### src/rtl/ssm_pkg.sv
package ssm_pkg;
  typedef enum logic [1:0] {
    ST_IDLE = 2'd0,
    ST_PREP = 2'd1,
    ST_RUN  = 2'd2
  } ssm_state_e;
endpackage

### src/rtl/ssm_sdiv.sv
// Serial restoring divider: one quotient bit per cycle.
module ssm_sdiv #(
  parameter int NUM_W = 24,
  parameter int DEN_W = 16
) (
  input  logic             clk,
  input  logic             rst,
  input  logic             load,
  input  logic [NUM_W-1:0] num,
  input  logic [DEN_W-1:0] den,
  output logic [NUM_W-1:0] quo,
  output logic [DEN_W-1:0] rem,
  output logic             done
);
  localparam int CNT_W = $clog2(NUM_W + 1);

  logic [NUM_W-1:0] num_sh;
  logic [DEN_W-1:0] den_q;
  logic [CNT_W-1:0] cnt_q;
  logic [DEN_W:0]   trial, diff;
  logic             ge;

  assign trial = {rem, num_sh[NUM_W-1]};
  assign ge    = trial >= {1'b0, den_q};
  assign diff  = trial - {1'b0, den_q};
  assign done  = (cnt_q == '0);

  always_ff @(posedge clk) begin
    if (rst) begin
      num_sh <= '0;
      den_q  <= '0;
      cnt_q  <= '0;
      quo    <= '0;
      rem    <= '0;
    end else if (load) begin
      num_sh <= num;
      den_q  <= den;
      cnt_q  <= CNT_W'(NUM_W);
      quo    <= '0;
      rem    <= '0;
    end else if (!done) begin
      num_sh <= {num_sh[NUM_W-2:0], 1'b0};
      quo    <= {quo[NUM_W-2:0], ge};
      rem    <= ge ? diff[DEN_W-1:0] : trial[DEN_W-1:0];
      cnt_q  <= cnt_q - 1'b1;
    end
  end

  AST_REM_BELOW_DEN: assert property (@(posedge clk) disable iff (rst)
    (done && den_q != '0) |-> (rem < den_q));
endmodule

### src/rtl/ssm_tri_step.sv
// Error-accumulating ramp stepper: quarter index, step index, magnitude.
module ssm_tri_step #(
  parameter int MAG_W  = 24,
  parameter int RATE_W = 16
) (
  input  logic              clk,
  input  logic              rst,
  input  logic              clear,
  input  logic              adv,
  input  logic [RATE_W-1:0] rate,
  input  logic [MAG_W-1:0]  quo,
  input  logic [RATE_W-1:0] rem_in,
  output logic [1:0]        quarter,
  output logic              last_step,
  output logic [MAG_W-1:0]  mag,
  output logic [MAG_W-1:0]  inc
);
  logic [RATE_W-1:0] k_q, err_q;
  logic [RATE_W:0]   esum, enext;
  logic              ecarry;

  assign esum      = {1'b0, err_q} + {1'b0, rem_in};
  assign ecarry    = esum >= {1'b0, rate};
  assign enext     = ecarry ? (esum - {1'b0, rate}) : esum;
  assign inc       = quo + MAG_W'(ecarry);
  assign last_step = (k_q == rate - 1'b1);

  always_ff @(posedge clk) begin
    if (rst || clear) begin
      quarter <= '0;
      k_q     <= '0;
      err_q   <= '0;
      mag     <= '0;
    end else if (adv) begin
      if (last_step) begin
        quarter <= quarter + 2'd1;
        k_q     <= '0;
        err_q   <= '0;
        mag     <= '0;
      end else begin
        k_q     <= k_q + 1'b1;
        err_q   <= enext[RATE_W-1:0];
        mag     <= mag + inc;
      end
    end
  end

  AST_ERR_BELOW_RATE: assert property (@(posedge clk) disable iff (rst)
    (adv && !clear) |=> (err_q < rate));
endmodule

### src/rtl/ssm_tri_mod.sv
module ssm_tri_mod
  import ssm_pkg::*;
#(
  parameter int INT_W    = 12,
  parameter int FRAC_W   = 24,
  parameter int PEAK_W   = 24,
  parameter int RATE_W   = 16,
  parameter int MIN_RATE = 18
) (
  input  logic              clk,
  input  logic              rst,
  input  logic              en,
  input  logic [INT_W-1:0]  nom_int,
  input  logic [FRAC_W-1:0] nom_frac,
  input  logic [PEAK_W-1:0] spread_peak,
  input  logic [RATE_W-1:0] rate_div,
  input  logic              down_sel,
  output logic [INT_W-1:0]  mod_int,
  output logic [FRAC_W-1:0] mod_frac,
  output logic              upd_stb
);
  localparam int CW       = INT_W + FRAC_W;
  localparam int OFF_W    = PEAK_W + 3;
  localparam int PREP_LEN = PEAK_W + 1;
  localparam int PC_W     = $clog2(PREP_LEN);
  localparam int MIN_FIT  = (PREP_LEN + 3) / 4;
  localparam int MIN_OK   = (MIN_RATE > MIN_FIT) ? MIN_RATE : MIN_FIT;
  localparam logic [RATE_W-1:0] MIN_RATE_V = RATE_W'(MIN_OK);
  localparam logic [PC_W-1:0]   PC_LAST    = PC_W'(PREP_LEN - 1);

  ssm_state_e        st_q;
  logic [PC_W-1:0]   pc_q;
  logic [CW-1:0]     nxt_nom, cur_nom, live_nom;
  logic [PEAK_W-1:0] nxt_peak, cur_peak, cur_quo, div_quo;
  logic [RATE_W-1:0] nxt_rate, cur_rate, cur_rem, div_rem;
  logic              nxt_down, cur_down, div_done;
  logic              prep_end, run_end, period_evt, nxt_ok;
  logic              sample_now, start_run;
  logic [1:0]        quarter;
  logic              last_step;
  logic [PEAK_W-1:0] mag, inc;

  assign live_nom   = {nom_int, nom_frac};
  assign nxt_ok     = nxt_rate >= MIN_RATE_V;
  assign prep_end   = (st_q == ST_PREP) && (pc_q == PC_LAST);
  assign run_end    = (st_q == ST_RUN) && (quarter == 2'd3) && last_step;
  assign period_evt = prep_end || run_end;
  assign sample_now = en && ((st_q == ST_IDLE) || period_evt);
  assign start_run  = en && period_evt && nxt_ok;

  // Control state
  always_ff @(posedge clk) begin
    if (rst || !en) begin
      st_q <= ST_IDLE;
    end else begin
      unique case (st_q)
        ST_IDLE: st_q <= ST_PREP;
        ST_PREP: if (prep_end) st_q <= nxt_ok ? ST_RUN : ST_PREP;
        ST_RUN:  if (run_end)  st_q <= nxt_ok ? ST_RUN : ST_PREP;
        default: st_q <= ST_IDLE;
      endcase
    end
  end

  always_ff @(posedge clk) begin
    if (rst) pc_q <= '0;
    else     pc_q <= (st_q == ST_PREP && !prep_end) ? pc_q + 1'b1 : '0;
  end

  // Settings staging: sampled now, applied at the next period start
  always_ff @(posedge clk) begin
    if (rst) begin
      nxt_nom  <= '0;
      nxt_peak <= '0;
      nxt_rate <= '0;
      nxt_down <= 1'b0;
    end else if (sample_now) begin
      nxt_nom  <= live_nom;
      nxt_peak <= spread_peak;
      nxt_rate <= rate_div;
      nxt_down <= down_sel;
    end
  end

  always_ff @(posedge clk) begin
    if (rst) begin
      cur_nom  <= '0;
      cur_peak <= '0;
      cur_rate <= '0;
      cur_down <= 1'b0;
      cur_quo  <= '0;
      cur_rem  <= '0;
    end else if (start_run) begin
      cur_nom  <= nxt_nom;
      cur_peak <= nxt_peak;
      cur_rate <= nxt_rate;
      cur_down <= nxt_down;
      cur_quo  <= div_quo;
      cur_rem  <= div_rem;
    end
  end

  ssm_sdiv #(.NUM_W(PEAK_W), .DEN_W(RATE_W)) div_i (
    .clk  (clk),
    .rst  (rst),
    .load (sample_now),
    .num  (spread_peak),
    .den  (rate_div),
    .quo  (div_quo),
    .rem  (div_rem),
    .done (div_done)
  );

  ssm_tri_step #(.MAG_W(PEAK_W), .RATE_W(RATE_W)) step_i (
    .clk       (clk),
    .rst       (rst),
    .clear     (start_run),
    .adv       ((st_q == ST_RUN) && !start_run),
    .rate      (cur_rate),
    .quo       (cur_quo),
    .rem_in    (cur_rem),
    .quarter   (quarter),
    .last_step (last_step),
    .mag       (mag),
    .inc       (inc)
  );

  // Offset shaping per quarter and mode
  logic signed [OFF_W-1:0] pk_s, mg_s, off_s;
  logic [CW-1:0]           off_ext, out_next, out_q;

  assign pk_s = signed'({3'b000, cur_peak});
  assign mg_s = signed'({3'b000, mag});

  always_comb begin
    unique case ({cur_down, quarter})
      3'b000:  off_s = mg_s;
      3'b001:  off_s = pk_s - mg_s;
      3'b010:  off_s = -mg_s;
      3'b011:  off_s = mg_s - pk_s;
      3'b100:  off_s = -mg_s;
      3'b101:  off_s = -pk_s - mg_s;
      3'b110:  off_s = mg_s - (pk_s + pk_s);
      default: off_s = mg_s - pk_s;
    endcase
  end

  assign off_ext  = {{(CW - OFF_W){off_s[OFF_W-1]}}, off_s};
  assign out_next = (st_q == ST_RUN) ? (cur_nom + off_ext) : live_nom;

  always_ff @(posedge clk) begin
    if (rst) begin
      out_q   <= live_nom;
      upd_stb <= 1'b0;
    end else begin
      out_q   <= out_next;
      upd_stb <= (out_next != out_q);
    end
  end

  assign {mod_int, mod_frac} = out_q;

  AST_IDLE_NOMINAL: assert property (@(posedge clk) disable iff (rst)
    (st_q != ST_RUN) |=> ({mod_int, mod_frac} == $past(live_nom)));
  AST_DIV_READY: assert property (@(posedge clk) disable iff (rst)
    start_run |-> div_done);
  AST_MAG_LE_PEAK: assert property (@(posedge clk) disable iff (rst)
    (st_q == ST_RUN) |-> (mag <= cur_peak));
  AST_QUARTER_LANDS: assert property (@(posedge clk) disable iff (rst)
    (st_q == ST_RUN && last_step) |-> (({1'b0, mag} + {1'b0, inc}) == {1'b0, cur_peak}));
  AST_DOWN_NONPOS: assert property (@(posedge clk) disable iff (rst)
    (st_q == ST_RUN && cur_down) |-> (off_s <= 0));
  AST_RATE_VALID: assert property (@(posedge clk) disable iff (rst)
    (st_q == ST_RUN) |-> (cur_rate >= MIN_RATE_V));
  AST_CUR_STABLE: assert property (@(posedge clk) disable iff (rst)
    (st_q == ST_RUN && !start_run) |=> ($stable(cur_peak) && $stable(cur_rate) && $stable(cur_down) && $stable(cur_nom)));
  AST_STB_TRACKS: assert property (@(posedge clk) disable iff (rst)
    !rst |=> (upd_stb == ({mod_int, mod_frac} != $past({mod_int, mod_frac}))));
endmodule

### config.mk
export PLATFORM = sky130hd
export DESIGN_NAME = ssm_tri_mod
export DESIGN_NICKNAME = d
export VERILOG_FILES = /design/src/rtl/ssm_pkg.sv /design/src/rtl/ssm_sdiv.sv /design/src/rtl/ssm_tri_step.sv /design/src/rtl/ssm_tri_mod.sv
export SDC_FILE = /design/constraint.sdc
export NUM_CORES = 1
export LEC_CHECK = 0
export ABC_AREA = 1
export ABC_CLOCK_PERIOD_IN_PS = 6700
export CAP_MARGIN = 30
export CORE_MARGIN = 5
export CORE_UTILIZATION = 41
export CTS_CLUSTER_SIZE = 40
export DETAILED_ROUTE_END_ITERATION = 10
export SLEW_MARGIN = 10
export SYNTH_ARGS = -nofsm -noshare
export SYNTH_HDL_FRONTEND = slang
export SYNTH_SLANG_ARGS = --single-unit
### constraint.sdc
create_clock -name clk -period 6.7 [get_ports clk]
set_input_delay 1.005 -clock clk [delete_from_list [all_inputs] [get_ports clk]]
set_output_delay 1.005 -clock clk [all_outputs]
set_load 0.05 [all_outputs]
==> results.tsv, run 1 <==
stage	metric	value	unit
cts	Num CTS Buffers	45	
worst_hold_path	Hold WC Path Type	register to register	
global_route	total gr overflow	0	
cts	Root Driver	clkbuf_16	
critical_path	CP Class	register to register	
drt	DR vias	29700	
drt	final wirelength	101000	microns
timing	Pins Over Slew Limit	0	
global_route	Total Routing Usage GR	0.260	
cts	clk slew on worst S/H paths	0.06	ns
layout	layout net count	4859	
cts	CTS Sinks	365	
drt	Pre-antenna DRT Iters	6	
floorplanning	Placeable Area	68800	sq um
synthesis	Syn. warnings	0	
drt	Via density	5.41	
floorplanning	Die Wd	274	microns
synthesis	largest area contributor in the netlist	dfxtp_1	
timing	# setup viols final	0	
layout	ANT cells	0	
layout	most frequent cells in the layout	932 x nand2_1, 540 x nor2_1, 501 x inv_1	
synthesis	distinct cell type count after synthesis	55	
timing	fin crit period	6.25	ns
timing	max_slew headroom	0.387	
layout	Fillers	7328	
place	Final HPWL DP	77200	microns
place	Place WS	0.663	ns
synthesis	Mapped Avg Cell Area	6.36	sq um
global_route	met2 capacity usage during global routing	0.417	
synthesis	FF+latch count, synth	365	
floorplanning	I/O pin total	117	
critical_path	Max stage delay on crit path	0.65	ns
power_and_ir_drop	pwr dens	193	nW/um^2
critical_path	worst-path maximum fanout	7	
layout	Area Growth Syn to Fin	12.4	%
cts	Hold Buf Count CTS	0	
place	Placed Cells	5411	
critical_path	Critical Path Sink Type	register	
global_route	largest net degree at the start of global routing	183	
cts	CTS tree	yes	
synthesis	post-synthesis sequential area ratio	0.256	
floorplanning	die area	74900	sq um
critical_path	Slowest cell on crit path	o21ai_0	
cts	clock tree buffer depth	3	
drt	DRC violations left	0	
flow_run	max cap viols	0	
place	Final GP Congestion	1.01	
synthesis	Gate Count Post-Synth	4485	
layout	post-route insts no fill	5494	
drt	Routed Antenna Nets	0	
timing	Hold Fails Final Rpt	0	
power_and_ir_drop	P_leak	15.0	nW
timing	RSZ-0062 raised after global routing	false	
global_route	vias in the first global route	27500	
synthesis	post-synthesis cell area	28500	sq um
critical_path	CP most frequent cell	nand2_1	
timing	Tcrit/Tclk final	0.932	
critical_path	CP Data Required Time	7.17	ns
global_route	met3 Usage GRT	0.0277	
synthesis	syn nets	4815	
global_route	GRT Max-Usage Layer	met2	
timing	Setup Total Neg Slack	0	ns
layout	commonest non-fill, non-tap cell in the layout	nand2_1	
timing	fmax	160	MHz
run_status	outcome	finished, final reports clean	
timing	post-route setup slack	0.454	ns
cts	CTS HTree Levels	2	
place	IO buf count	116	
critical_path	family with the most delay on the worst path	simple AND/OR/NAND/NOR gates	
global_route	initial antenna violation count	0	
critical_path	crit path launch type	register	
floorplanning	Die H	274	microns
synthesis	top cells by area, synth	dfxtp_1 26%, nand2_1 12%, ha_1 11%	
global_route	GR met1 Demand/Resource	0.366	
power_and_ir_drop	Peak VDD IR	423	uV
timing	Clock Skew	0.0384	ns
floorplanning	row cnt	96	
drt	Starting DRT DRC Count	2477	
layout	layout cells sized above 1	0.0447	
global_route	first-pass GRT wire length	156000	microns
critical_path	CP arrival	6.72	ns
cts	Post-CTS Setup Inserts	0	
timing	Slew @ Worst Pin	0.920	ns
synthesis	post-synth top area share	0.256	
cts	Clock Latency Late Sink	0.60	ns
drt	drt wl/cell	18.4	microns
cts	post_cts resized	0	
floorplanning	initial core utilization	0.414	
critical_path	CP Buf/Inv Count	4	
[cells by family (layout without fill, tap and decap cells)]
logic type                 count (synthesis)  after routing  synth area share
and+or+nand+nor                         2125           2125             0.324
xor gates and xnor gates                  98             98            0.0301
DFF                                      365            365             0.256
buffers and inverters                    676            754            0.0941
AOI/OAI and AO/OA                        971            971             0.184
adders and majority gates                250            250             0.112
[where the power goes]
| part | internal (mW) | switching [mW] |
|---|---|---|
| registers | 2.29 | 0.107 |
| clock network | 1.47 | 1.05 |
| logic | 0.454 | 0.827 |
[stage by stage]
stage	utilization	instance area, sq um	hold slack (ns)	power, mW
global placement	0.443	30500	0.444	3.70
global route	0.466	32000	0.481	6.51
detailed placement	0.443	30500	0.452	3.70
finish	0.466	32000	0.459	6.19
floorplan	-	28500	0.430	3.34
CTS	0.465	32000	0.464	6.23
[layer usage]
| layer | vias to the layer above | wire (microns) |
|---|---|---|
| li1 | 15000 | - |
| met1 | 13600 | 48100 |
| met2 | 872 | 44100 |
| met3 | 193 | 5090 |
| met4 | 0 | 3730 |
| met5 | - | 0 |
[sequential cells by signal, summed over array words and instances, names as in the netlist, 24 cells and up]
signal	count
cur_nom	36
div_i.quo	24
nxt_nom	36
cur_quo	24
step_i.mag	24
nxt_peak	24
cur_peak	24
out_q	36
div_i.num_sh	24
[worst register-to-register path: cells and delay by family (launching register included)]
family          cells  cell delay (ns)
compound gates      7             2.19
fa+ha+maj           2             0.79
simple gates       17             2.22
flops               1             0.44
buf+inv             4             0.49
[synthesized netlist by cell type, drive strengths merged]
cell and n:
nor4 14, o21a 8, inv 506, a311oi 2
a21boi 8, o31a 1, or2 53, o22ai 2
a221oi 1, nor2 544, xnor2 29, nand3b 75
a41oi 2, clkbuf 100, a21oi 424, buf 67
o221ai 1, nand2 939, nand3 363, o311ai 1
a32oi 1, dfxtp 365, o21ai 388, nand4 78
nor3 53, nand2b 1, clkinv 3, xor2 69
fa 9, a21o 21, a2111oi 2, o211ai 24
a31o 1, o41ai 1, o2111ai 9, a32o 1
a211oi 4, and2 2, ha 241, and3 3
a31oi 49, o21bai 19, o2bb2ai 1
[cell type report]
class,count,area [sq um],area share
multi-input cells,3444,18600,0.579
flip-flops and latches,365,7310,0.228
inverters,509,1920,0.0599
repair buffers,164,1570,0.0490
clock buffers,63,1330,0.0414
well taps,931,1160,0.0363
clock inverters,18,194,0.00605
[worst paths after layout]
kind	slack (ns)	cells after the start	start	endpoint
min	0.46	1	pc_q[0]	pc_q[0]
max reg2reg	0.45	30	step_i.mag[2]	upd_stb
min reg2reg	0.46	1	pc_q[0]	pc_q[0]
max	0.45	30	step_i.mag[2]	upd_stb
No activity file was read; power rests on OpenSTA's default activity.
==> run 2, diff against run 1 <==
--- a/config.mk
+++ b/config.mk
@@ -9,7 +9,7 @@
 export ABC_CLOCK_PERIOD_IN_PS = 6700
 export CAP_MARGIN = 30
 export CORE_MARGIN = 5
-export CORE_UTILIZATION = 41
+export CORE_UTILIZATION = 28
 export CTS_CLUSTER_SIZE = 40
 export DETAILED_ROUTE_END_ITERATION = 10
 export SLEW_MARGIN = 10
==> run 2 against run 1 <==
Effect of this change:
- utilization decreased by 15 points
- clock power decreased by 2%
- register-to-register slack improved by 0.19 ns
- hold slack improved by 0.0075 ns
- final area increased by 1.4%
- highest routed layer unchanged
- global-route usage decreased by 7.4 points
- final cell count increased by 7.8%
- first-iteration DRC count increased by 19%
- sequential share of layout area decreased by 0.32 points
- sequential power about the same
- via count about the same
- largest power group unchanged
==> results.tsv, run 2 (synthesis gave the netlist of run 1 again) <==
stage	metric	value	unit	change
timing	RSZ-0062 raised after global routing	false		unchanged
worst_hold_path	Hold WC Path Type	register to register		unchanged
timing	# setup viols final	0		unchanged
timing	Setup Total Neg Slack	0	ns	unchanged
drt	final wirelength	104000	microns	was 101000 microns
cts	Clock Latency Late Sink	0.61	ns	was 0.60 ns
timing	max_slew headroom	0.373		was 0.387
floorplanning	Placeable Area	101000	sq um	was 68800 sq um
floorplanning	die area	108000	sq um	was 74900 sq um
global_route	first-pass GRT wire length	160000	microns	was 156000 microns
timing	Tcrit/Tclk final	0.903		was 0.932
layout	Area Growth Syn to Fin	14.0	%	was 12.4%
critical_path	Slowest cell on crit path	o21ai_0		unchanged
power_and_ir_drop	overall power	6.13	mW	was 6.19 mW
cts	Root Driver	clkbuf_16		unchanged
global_route	initial antenna violation count	0		unchanged
critical_path	CP most frequent cell	nand2_1		unchanged
layout	layout cells sized above 1	0.0430		was 0.0447
critical_path	RR Startpoint	step_i.mag[2]		unchanged
drt	drt wl/cell	17.6	microns	was 18.4 microns
drt	Starting DRT DRC Count	2948		was 2477
critical_path	FF-to-FF path depth	34		was 30
timing	Pins Over Slew Limit	0		unchanged
worst_hold_path	hold path start	pc_q[0]		unchanged
critical_path	worst-path maximum fanout	7		unchanged
critical_path	Critical Path Sink Type	register		unchanged
worst_hold_path	worst hold path depth	1		unchanged
power_and_ir_drop	P_leak	14.9	nW	was 15.0 nW
global_route	vias in the first global route	27500		about the same
place	IO buf count	116		unchanged
timing	Hold Fails Final Rpt	0		unchanged
layout	largest registers	cur_nom: 36 flops, nxt_nom: 36 flops, out_q: 36 flops		unchanged
critical_path	crit path launch	step_i.mag[2]		unchanged
flow_run	max cap viols	0		unchanged
floorplanning	initial core utilization	0.281		was 0.414
critical_path	Reg-to-Reg End	upd_stb		unchanged
critical_path	CP Data Required Time	7.20	ns	was 7.17 ns
drt	Via density	5.01		was 5.41
critical_path	CP arrival	6.55	ns	was 6.72 ns
critical_path	reg2reg setup slack	0.65	ns	was 0.45 ns
worst_hold_path	hold endpoint	pc_q[0]		unchanged
drt	DRC violations left	0		unchanged
timing	fmax	165	MHz	was 160 MHz
timing	Slew @ Worst Pin	0.917	ns	was 0.920 ns
drt	Routed Antenna Nets	0		unchanged
place	Final GP Congestion	0.964		was 1.01
cts	Hold Buf Count CTS	0		unchanged
drt	DR vias	29700		about the same
power_and_ir_drop	Peak VDD IR	180	uV	was 423 uV
floorplanning	Die H	329	microns	was 274 microns
layout	most frequent cells in the layout	932 x nand2_1, 540 x nor2_1, 501 x inv_1		unchanged
floorplanning	row cnt	117		was 96
layout	commonest non-fill, non-tap cell in the layout	nand2_1		unchanged
cts	clk slew on worst S/H paths	0.07	ns	was 0.06 ns
cts	Num CTS Buffers	43		was 45
critical_path	CP Class	register to register		unchanged
layout	Fillers	11200		was 7328
drt	Pre-antenna DRT Iters	6		unchanged
global_route	largest net degree at the start of global routing	197		was 183
power_and_ir_drop	pwr dens	189	nW/um^2	was 193 nW/um^2
place	Final HPWL DP	81500	microns	was 77200 microns
layout	layout net count	4853		was 4859
global_route	Total Routing Usage GR	0.186		was 0.260
global_route	total gr overflow	0		unchanged
cts	CTS HTree Levels	2		unchanged
timing	fin crit period	6.05	ns	was 6.25 ns
timing	Clock Skew	0.0353	ns	was 0.0384 ns
run_status	outcome	finished, final reports clean		unchanged
cts	CTS tree	yes		unchanged
critical_path	crit path launch type	register		unchanged
critical_path	Max stage delay on crit path	0.48	ns	was 0.65 ns
floorplanning	Die Wd	329	microns	was 274 microns
cts	clock tree buffer depth	3		unchanged
cts	CTS Sinks	365		unchanged
floorplanning	I/O pin total	117		unchanged
## run 2: repair_timing
action | CTS | global route
endpoints found under the hold margin | 0 | 0
endpoints found under the setup margin | 0 | 1
setup buffers | 0 | 0
gates resized for setup | 0 | 3
## run 2: where the power goes
part,switching [mW],total (mW),internal [mW]
clock network,1.04,2.47,1.43
logic,0.821,1.26,0.439
registers,0.109,2.40,2.29
## run 2: layer usage
metal,track usage,part of all wire,vias up,wire length [microns]
met5,0,0,-,0
met4,0.0557,0.030,0,3140
met2,0.291,0.43,839,44700
li1,-,-,15000,-
met1,0.264,0.48,13700,49900
met3,0.0282,0.064,155,6700
## run 2: worst max path at each step
stage                     endpoint  slack [ns]  cells past startpoint
floorplan           step_i.mag[12]        1.53                     32
global placement           upd_stb        0.50                     32
detailed placement         upd_stb        0.56                     32
CTS                        upd_stb        0.53                     32
global route               upd_stb        0.04                     34
finish                     upd_stb        0.65                     34
## run 2: critical path: cells and delay by family (launching register included)
family,cells,cell delay (ns)
flops,1,0.47
fa+ha+maj,2,0.77
buf+inv,5,0.57
simple gates,20,2.15
compound gates,7,1.99
## run 2: cell type report
| type | instances | area [sq um] | area share |
|---|---|---|---|
| timing repair buffer | 160 | 1540 | 0.0474 |
| multi-input combinational | 3444 | 18600 | 0.571 |
| inverter | 509 | 1920 | 0.0590 |
| clock inverter | 20 | 249 | 0.00766 |
| antenna | 1 | 2.50 | 0.0000770 |
| tap | 1368 | 1710 | 0.0527 |
| sequential | 365 | 7310 | 0.225 |
| clock buffer | 57 | 1210 | 0.0372 |
## run 2: stage by stage
step / std cells / hold slack [ns] / util / setup WS, ns / instance area (sq um)
floorplan: 4485 / 0.430 / - / 1.53 / 28500
global placement: 5845 / 0.446 / 0.306 / 0.496 / 31000
detailed placement: 5846 / 0.460 / 0.306 / 0.558 / 31000
CTS: 5923 / 0.468 / 0.320 / 0.533 / 32500
global route: 5923 / 0.489 / 0.320 / 0.0436 / 32500
finish: 5924 / 0.466 / 0.320 / 0.648 / 32500
